==> config.mk <==
export PLATFORM = sky130hd
export DESIGN_NAME = io_cycle_router
export DESIGN_NICKNAME = d
export VERILOG_FILES = /design/src/rtl/io_rtr_pkg.sv /design/src/rtl/io_int_decode.sv /design/src/rtl/io_win_decode.sv /design/src/rtl/io_ide_match.sv /design/src/rtl/io_cycle_router.sv
export SDC_FILE = /design/constraint.sdc
export NUM_CORES = 1
export LEC_CHECK = 0
export BUFFER_PORTS_ARGS = -buffer_cell sky130_fd_sc_hd__buf_2
export CELL_PAD_IN_SITES_DETAIL_PLACEMENT = 2
export CELL_PAD_IN_SITES_GLOBAL_PLACEMENT = 2
export CORE_AREA = 2 2 95 97
export CTS_CLUSTER_DIAMETER = 120
export DETAILED_ROUTE_END_ITERATION = 7
export DIE_AREA = 0 0 97 99
export PLACE_DENSITY_LB_ADDON = 0.05
export SLEW_MARGIN = 25
export SYNTH_ARGS = -nofsm -noshare
export SYNTH_HDL_FRONTEND = slang
export SYNTH_SLANG_ARGS = --single-unit
==> constraint.sdc <==
create_clock -name clk_i -period 5.2 [get_ports clk_i]
set_input_delay 1.04 -clock clk_i [delete_from_list [all_inputs] [get_ports clk_i]]
set_output_delay 1.04 -clock clk_i [all_outputs]
set_load 0.01 [all_outputs]
==> src/rtl/io_rtr_pkg.sv <==
package io_rtr_pkg;
  localparam int AW    = 16;
  localparam int IDE_N = 4;

  typedef logic [AW-1:0] ioaddr_t;

  // ranges where writes must not be posted
  localparam ioaddr_t IDE_LO [IDE_N] = '{16'h01F0, 16'h03F6, 16'h0170, 16'h0376};
  localparam ioaddr_t IDE_HI [IDE_N] = '{16'h01F7, 16'h03F6, 16'h0177, 16'h0376};

  typedef enum logic [1:0] {
    SZ_1  = 2'd0,
    SZ_2  = 2'd1,
    SZ_4  = 2'd2,
    SZ_4X = 2'd3
  } io_size_e;

  typedef struct packed {
    logic gfx;
    logic pci;
    logic intl;
  } dst_t;

  // byte count minus one
  function automatic logic [1:0] size_span(input logic [1:0] sz);
    case (io_size_e'(sz))
      SZ_1:    return 2'd0;
      SZ_2:    return 2'd1;
      default: return 2'd3;
    endcase
  endfunction
endpackage

==> src/rtl/io_int_decode.sv <==
module io_int_decode
  import io_rtr_pkg::*;
#(
  parameter ioaddr_t PM_ADDR  = 16'h0022,
  parameter ioaddr_t CFA_ADDR = 16'h0CF8,
  parameter ioaddr_t CFD_ADDR = 16'h0CFC
) (
  input  logic    clk_i,
  input  logic    rst_ni,
  input  logic    valid_i,
  input  ioaddr_t addr_i,
  input  logic    [1:0] size_i,
  input  logic    write_i,
  input  logic    wdata_msb_i,
  output logic    hit_o,
  output logic    [2:0] sel_o
);
  localparam ioaddr_t CFA_END = CFA_ADDR + ioaddr_t'(3);
  localparam ioaddr_t CFD_END = CFD_ADDR + ioaddr_t'(3);

  logic cfg_en_q;
  logic cfa_hit, cfd_hit, pm_hit, cfa_load;

  assign cfa_hit  = (addr_i >= CFA_ADDR) && (addr_i <= CFA_END);
  assign cfd_hit  = cfg_en_q && (addr_i >= CFD_ADDR) && (addr_i <= CFD_END);
  assign pm_hit   = (addr_i == PM_ADDR);
  assign cfa_load = valid_i && write_i && (addr_i == CFA_ADDR) && size_i[1];

  always_ff @(posedge clk_i or negedge rst_ni) begin
    if (!rst_ni)       cfg_en_q <= 1'b0;
    else if (cfa_load) cfg_en_q <= wdata_msb_i;
  end

  assign sel_o = {pm_hit, cfd_hit, cfa_hit};
  assign hit_o = |sel_o;
endmodule

==> src/rtl/io_win_decode.sv <==
module io_win_decode
  import io_rtr_pkg::*;
(
  input  logic    clk_i,
  input  logic    rst_ni,
  input  logic    we_i,
  input  logic    sel_i,
  input  ioaddr_t data_i,
  input  ioaddr_t addr_i,
  output logic    hit_o
);
  ioaddr_t base_q, limit_q;

  // reset to an empty window: base above limit
  always_ff @(posedge clk_i or negedge rst_ni) begin
    if (!rst_ni) begin
      base_q  <= '1;
      limit_q <= '0;
    end else if (we_i) begin
      if (sel_i) limit_q <= data_i;
      else       base_q  <= data_i;
    end
  end

  assign hit_o = (addr_i >= base_q) && (addr_i <= limit_q);
endmodule

==> src/rtl/io_ide_match.sv <==
module io_ide_match
  import io_rtr_pkg::*;
(
  input  ioaddr_t addr_i,
  output logic    hit_o
);
  logic [IDE_N-1:0] rng_hit;

  for (genvar g = 0; g < IDE_N; g++) begin : g_rng
    assign rng_hit[g] = (addr_i >= IDE_LO[g]) && (addr_i <= IDE_HI[g]);
  end

  assign hit_o = |rng_hit;
endmodule

==> src/rtl/io_cycle_router.sv <==
module io_cycle_router
  import io_rtr_pkg::*;
#(
  parameter logic [15:0] PM_ADDR = 16'h0022
) (
  input  logic        clk_i,
  input  logic        rst_ni,
  input  logic        cyc_valid_i,
  input  logic [15:0] cyc_addr_i,
  input  logic [1:0]  cyc_size_i,
  input  logic        cyc_write_i,
  input  logic        cyc_wdata_msb_i,
  input  logic        win_we_i,
  input  logic        win_sel_i,
  input  logic [15:0] win_data_i,
  output logic        out_valid_o,
  output logic [2:0]  dst_o,
  output logic [2:0]  int_sel_o,
  output logic        post_ok_o,
  output logic        wrap_o,
  output logic [15:0] addr_o
);
  logic       int_hit, win_hit, ide_hit;
  logic [2:0] int_sel;
  dst_t       dst_d, dst_q;
  logic [AW:0] end_addr;
  logic       wrap_d, post_d;
  logic [2:0] int_sel_q;
  logic       post_q, wrap_q, valid_q;
  ioaddr_t    addr_q;

  io_int_decode #(.PM_ADDR(PM_ADDR)) i_int (
    .clk_i       (clk_i),
    .rst_ni      (rst_ni),
    .valid_i     (cyc_valid_i),
    .addr_i      (cyc_addr_i),
    .size_i      (cyc_size_i),
    .write_i     (cyc_write_i),
    .wdata_msb_i (cyc_wdata_msb_i),
    .hit_o       (int_hit),
    .sel_o       (int_sel)
  );

  io_win_decode i_win (
    .clk_i  (clk_i),
    .rst_ni (rst_ni),
    .we_i   (win_we_i),
    .sel_i  (win_sel_i),
    .data_i (win_data_i),
    .addr_i (cyc_addr_i),
    .hit_o  (win_hit)
  );

  io_ide_match i_ide (
    .addr_i (cyc_addr_i),
    .hit_o  (ide_hit)
  );

  // internal claims first, then the graphics window, then PCI
  always_comb begin
    dst_d.intl = int_hit;
    dst_d.gfx  = !int_hit && win_hit;
    dst_d.pci  = !int_hit && !win_hit;
  end

  assign end_addr = {1'b0, cyc_addr_i} + {{(AW-1){1'b0}}, size_span(cyc_size_i)};
  assign wrap_d   = end_addr[AW];
  assign post_d   = cyc_write_i && !int_hit && !ide_hit;

  always_ff @(posedge clk_i or negedge rst_ni) begin
    if (!rst_ni) begin
      valid_q   <= 1'b0;
      dst_q     <= '0;
      int_sel_q <= '0;
      post_q    <= 1'b0;
      wrap_q    <= 1'b0;
      addr_q    <= '0;
    end else begin
      valid_q <= cyc_valid_i;
      if (cyc_valid_i) begin
        dst_q     <= dst_d;
        int_sel_q <= int_sel;
        post_q    <= post_d;
        wrap_q    <= wrap_d;
        addr_q    <= cyc_addr_i;
      end else begin
        dst_q     <= '0;
        int_sel_q <= '0;
        post_q    <= 1'b0;
        wrap_q    <= 1'b0;
      end
    end
  end

  assign out_valid_o = valid_q;
  assign dst_o       = dst_q;
  assign int_sel_o   = int_sel_q;
  assign post_ok_o   = post_q;
  assign wrap_o      = wrap_q;
  assign addr_o      = addr_q;
endmodule

# [Word-level counts from Yosys, hierarchy flattened]
# Cells that the tools add are included.
[word_totals] register_bits=58 elab_cells=58 out_inout_bits=25 in_bits=41
[classes] add_sub_neg=1 mux=5 n_lt_le_gt_ge=14 reduce_logical=23 n_eq_ne=3 bitwise=1
[ops] op="16-bit by 10-bit >= comparator with 1-bit output (second input constant)" n=2
[ops] op="16-bit by 12-bit >= comparator with 1-bit output (second input constant)" n=2
[ops] op="16-bit by 9-bit >= comparator with 1-bit output (second input constant)" n=2
[ops] op="16-bit by 10-bit less-or-equal comparator with 1-bit output (second input constant)" n=2
[ops] op="16-bit by 12-bit less-or-equal comparator with 1-bit output (second input constant)" n=2
[ops] op="16-bit by 9-bit less-or-equal comparator with 1-bit output (second input constant)" n=2
[ops] op="16-bit by 2-bit adder with 17-bit output" n=1
[ops] op="16-bit by 12-bit == test with 1-bit output (second input constant)" n=1
[ops] op="16-bit by 6-bit == test with 1-bit output (second input constant)" n=1
[ops] op="16-bit >= comparator" n=1
[ops] op="16-bit less-or-equal comparator" n=1
[ops] op="1-bit logical AND" n=15
[ops] op="3-bit two-way mux" n=2
[ops] op="2-bit case mux with 2 select lines" n=1
[ops] op="2-bit AND reduction" n=2
[ops] op="4-bit OR reduction" n=1
[ops] op="1-bit logical NOT" n=3
[ops] op="3-bit OR reduction" n=1
[ops] op="2-bit by 1-bit == test with 1-bit output (second input constant)" n=1
[ops] op="2-bit logical NOT" n=1
[ops] op="1-bit two-way mux" n=2
[ops] op="1-bit inverter" n=1

# [Depth between registers and ports, before layout]
[depth] ltp_word=8 mapped_depth=7 ltp_nobuf=7

# [Cells and area by module]
# A second synthesis with hierarchy kept.
[hier_totals] cells_unflattened=284 hier_area_um2=3216.8
[by_module_without_submodules] module="io_win_decode" seq_area_each_um2=820.8 n_inst=1 area_per_inst_um2=1976.9 cells_per_inst=195
[by_module_without_submodules] module="io_cycle_router" seq_area_each_um2=625.6 n_inst=1 area_per_inst_um2=993.5 cells_per_inst=60
[by_module_without_submodules] module="io_int_decode" seq_area_each_um2=25.0 n_inst=1 area_per_inst_um2=198.9 cells_per_inst=24
[by_module_without_submodules] module="io_ide_match" seq_area_each_um2=0.0 n_inst=1 area_per_inst_um2=47.5 cells_per_inst=5

# [Worst setup path before layout]
# OpenSTA, ideal clock, no wires.
[synth_path] path_kind="input port to flip-flop" start="input cyc_addr_i[12]" end="register i_int.cfg_en_q" arrival_time_ns=2.494 setup_slack_ns=2.581 setup_time_ns=0.125 n_path_buf=0 required_ns=5.075 cell_stages=5 cell_sequence="or4_4 > nor4b_4 > nand2_2 > nor3_2 > mux2_2"
[synth_via] elab_chain_len=3
[synth_rtl] element="start: declaration" line_no="io_cycle_router.sv:9" source="input logic [15:0] cyc_addr_i,"
[synth_rtl] element="16-bit by 12-bit == test with 1-bit output" line_no="io_int_decode.sv:27" source="assign cfa_load = valid_i && write_i && (addr_i == CFA_ADDR) && size_i[1];"
[synth_rtl] element="1-bit logical AND (2 in series)" line_no="io_int_decode.sv:27"
[synth_rtl] element="end signal: assignment" line_no="io_int_decode.sv:31" source="else if (cfa_load) cfg_en_q <= wdata_msb_i;"
[synth_rtl] element="end: declaration" line_no="io_int_decode.sv:21" source="logic cfg_en_q;"
# Every way passes these cells.
# A chain may end at the register's enable or synchronous reset.

# [Worst setup path in the final report]
# Ends and elaborated chain as after synthesis.

==> flow_summary.toml <==
[status]
status = "completed"

[synthesis]
post-synth-top-count-cell = "dfrtp_1"
synth_seq_cells = 58
synth_area_leader_cell = "dfrtp_1"
synth_nets = 360
synth_warnings = 0
async_reset_ff_frac = 1.00
synthTopCellsByCount = "42 x dfrtp_1, 35 x inv_1, 34 x mux2_2"
synth_seq_area_share = 0.473
synth_area_um2 = 3110
syn_inst = 286
ys.flop_type = "dfrtp_1"
synth_edf_count = 0
synth_top_area_frac = 0.338
ys_top_cells_by_area = "dfrtp_1 34%, dfstp_2 14%, ha_1 13%"
ys_types = 33
synth.avg_cell_area_um2 = 10.9

[setup_path]
path_max_fanout = 5
required_ns = 5.43
cp.arrival_ns = 2.78
cp-end-kind = "flip-flop"
crit_type = "primary input to flip-flop"
start_kind = "primary input"

[floorplanning]
start_util = 0.363
die_area_um2 = 9600
die_y_um = 99
core_um2 = 8550
chipWidth_um = 97
io_pins = 66
rows = 34

[clock_network]
cts_resized = 0
numCtsBuffers = 9
cts_sinks = 58
cts_tree = "yes"
clock_latency_ns = 0.34
htreeDepth = 3
postCtsSetupBuffers = 0
cts_buffer_depth = 2
root_buffer = "clkbuf_8"
cts.clk_slew.worst_paths_ns = 0.07
cts_hold_buf = 0

[layout]
area_delta_synth_final_pct = 21.1
fin_util = 0.440
drive_above_1_share = 0.382
final_area_um2 = 3760
n_antenna_cell = 0
nets = 430

[sta]
totalNegativeSetupSlack_ns = 0
finalCritPeriodShare = 0.489
slew_violations = 0
fmax_mhz = 393
worst_hold_slack_ns = 0.504
hold_violations = 0
slew_headroom = 0.478
tightest_slew_ns = 0.782
fin_worst_skew_ns = 0.00922
setup_viol = 0
min_period_ns = 2.54
rsz0062_at_grt = "no"

[route]
antenna_left = 0
drc = 0
wirelength_um = 8750
wire_per_inst_um = 18.7
num_vias = 2477
drt_iter0_drc = 41
viasPerCell = 5.28
first_pass_iters = 4

[global_routing]
overflow = 0
antenna_found_initial = 0
grt_pass1_wl_um = 14600
grt_max_degree = 59
grt_usage = 0.196
grt_pass1_vias = 2744

[pwr]
p_leak_uw = 0.00182
power_uw = 1230
p_per_area_nw_per_um2 = 327
irDropWorstVdd_v = 0.000114

[placement]
io_buffers = 65
gp_congestion = 0.765
placed_area_um2 = 3560
hpwl_um = 6320

[flow_run]
cap_violations = 0

[hold_path]
hold_class = "flip-flop to flip-flop"
flip-flops by register name (all words and copies together), names as in the netlist:
register	count
addr_o	16
dst_o	3
i_int.cfg_en_q	1
i_win.base_q	16
i_win.limit_q	16
int_sel_o	3
out_valid_o	1
post_ok_o	1
wrap_o	1
placed cells by master (no fill, tap or decap), types with 2 or more instances in the layout:
cell / netlist / layout
nand2_1: 24 / 24
buf_2: 1 / 65
or4b_2: 2 / 2
a2111oi_0: 2 / 2
nor2_1: 11 / 11
nor3_1: 2 / 2
clkbuf_8: 0 / 12
o211a_1: 3 / 3
mux2_2: 34 / 34
a21oi_1: 13 / 13
clkbuf_1: 5 / 2
dfstp_2: 16 / 16
dfrtp_1: 42 / 42
o211ai_1: 3 / 3
a21o_1: 2 / 2
or4_1: 2 / 2
nor2b_1: 3 / 2
o21ai_0: 21 / 21
a211oi_1: 3 / 3
inv_1: 35 / 35
ha_1: 33 / 33
nand3_1: 8 / 8
nand4_1: 10 / 10
path summary, 6_finish.rpt:
check | from | endpoint | slack [ns] | cells after the start
setup / recovery | cyc_addr_i[12] | i_int.cfg_en_q$_DFFE_PN0P_ | 2.66 | 6
hold / removal | addr_o[7]$_DFFE_PN0P_ | addr_o[7]$_DFFE_PN0P_ | 0.50 | 1
setup reg to reg | i_win.base_q[11]$_DFFE_PN1P_ | dst_o[2]$_DFF_PN0_ | 3.08 | 7
hold reg to reg | addr_o[7]$_DFFE_PN0P_ | addr_o[7]$_DFFE_PN0P_ | 0.50 | 1
max in group asynchronous | rst_ni | i_win.limit_q[7]$_DFFE_PN0P_ | 3.86 | 2
min in group asynchronous | rst_ni | out_valid_o$_DFF_PN0_ | 0.84 | 2
cell families after synthesis:
family | count (synthesis) | share of synthesized area
adders and majority gates | 33 | 0.133
and+or+nand+nor | 68 | 0.118
buffers and inverters | 42 | 0.0511
AOI/OAI and AO/OA | 51 | 0.101
muxes | 34 | 0.123
DFF | 58 | 0.473
through the flow:
step / worst slack, ns / instances
3_3_place_gp: 2.36 / 453
4_1_cts: 2.67 / 469
3_5_place_dp: 2.30 / 453
2_1_floorplan: 2.58 / 286
6_report: 2.66 / 469
5_1_grt: 2.57 / 469
power breakdown:
group	switching [uW]	leakage [uW]	total (uW)	internal, uW
sequential	21.1	0.000676	534	513
combinational	142	0.00104	250	108
clock	186	0.000107	447	261
critical path, stage by stage:
cell and delay (ns):
buf_2 0.13, or4_4 0.59, nor4b_4 0.33, nand2_2 0.14, nor3_2 0.20, mux2_2 0.35
routing by layer:
layer	global-route usage	part of all wire	up-vias
met3	0.0532	0.048	9
li1	-	-	1157
met1	0.251	0.45	1255
met4	0.0563	0.012	0
met2	0.329	0.49	56
met5	0	0	-
layout make-up:
class	instances	area [um^2]
clock inverter	2	35.0
multi-input combinational	186	1490
clock buffer	14	173
tap	108	135
timing repair buffer	66	333
fill	929	4790
inverter	35	131
sequential	58	1470
Power figures use the tool's default switching activity.
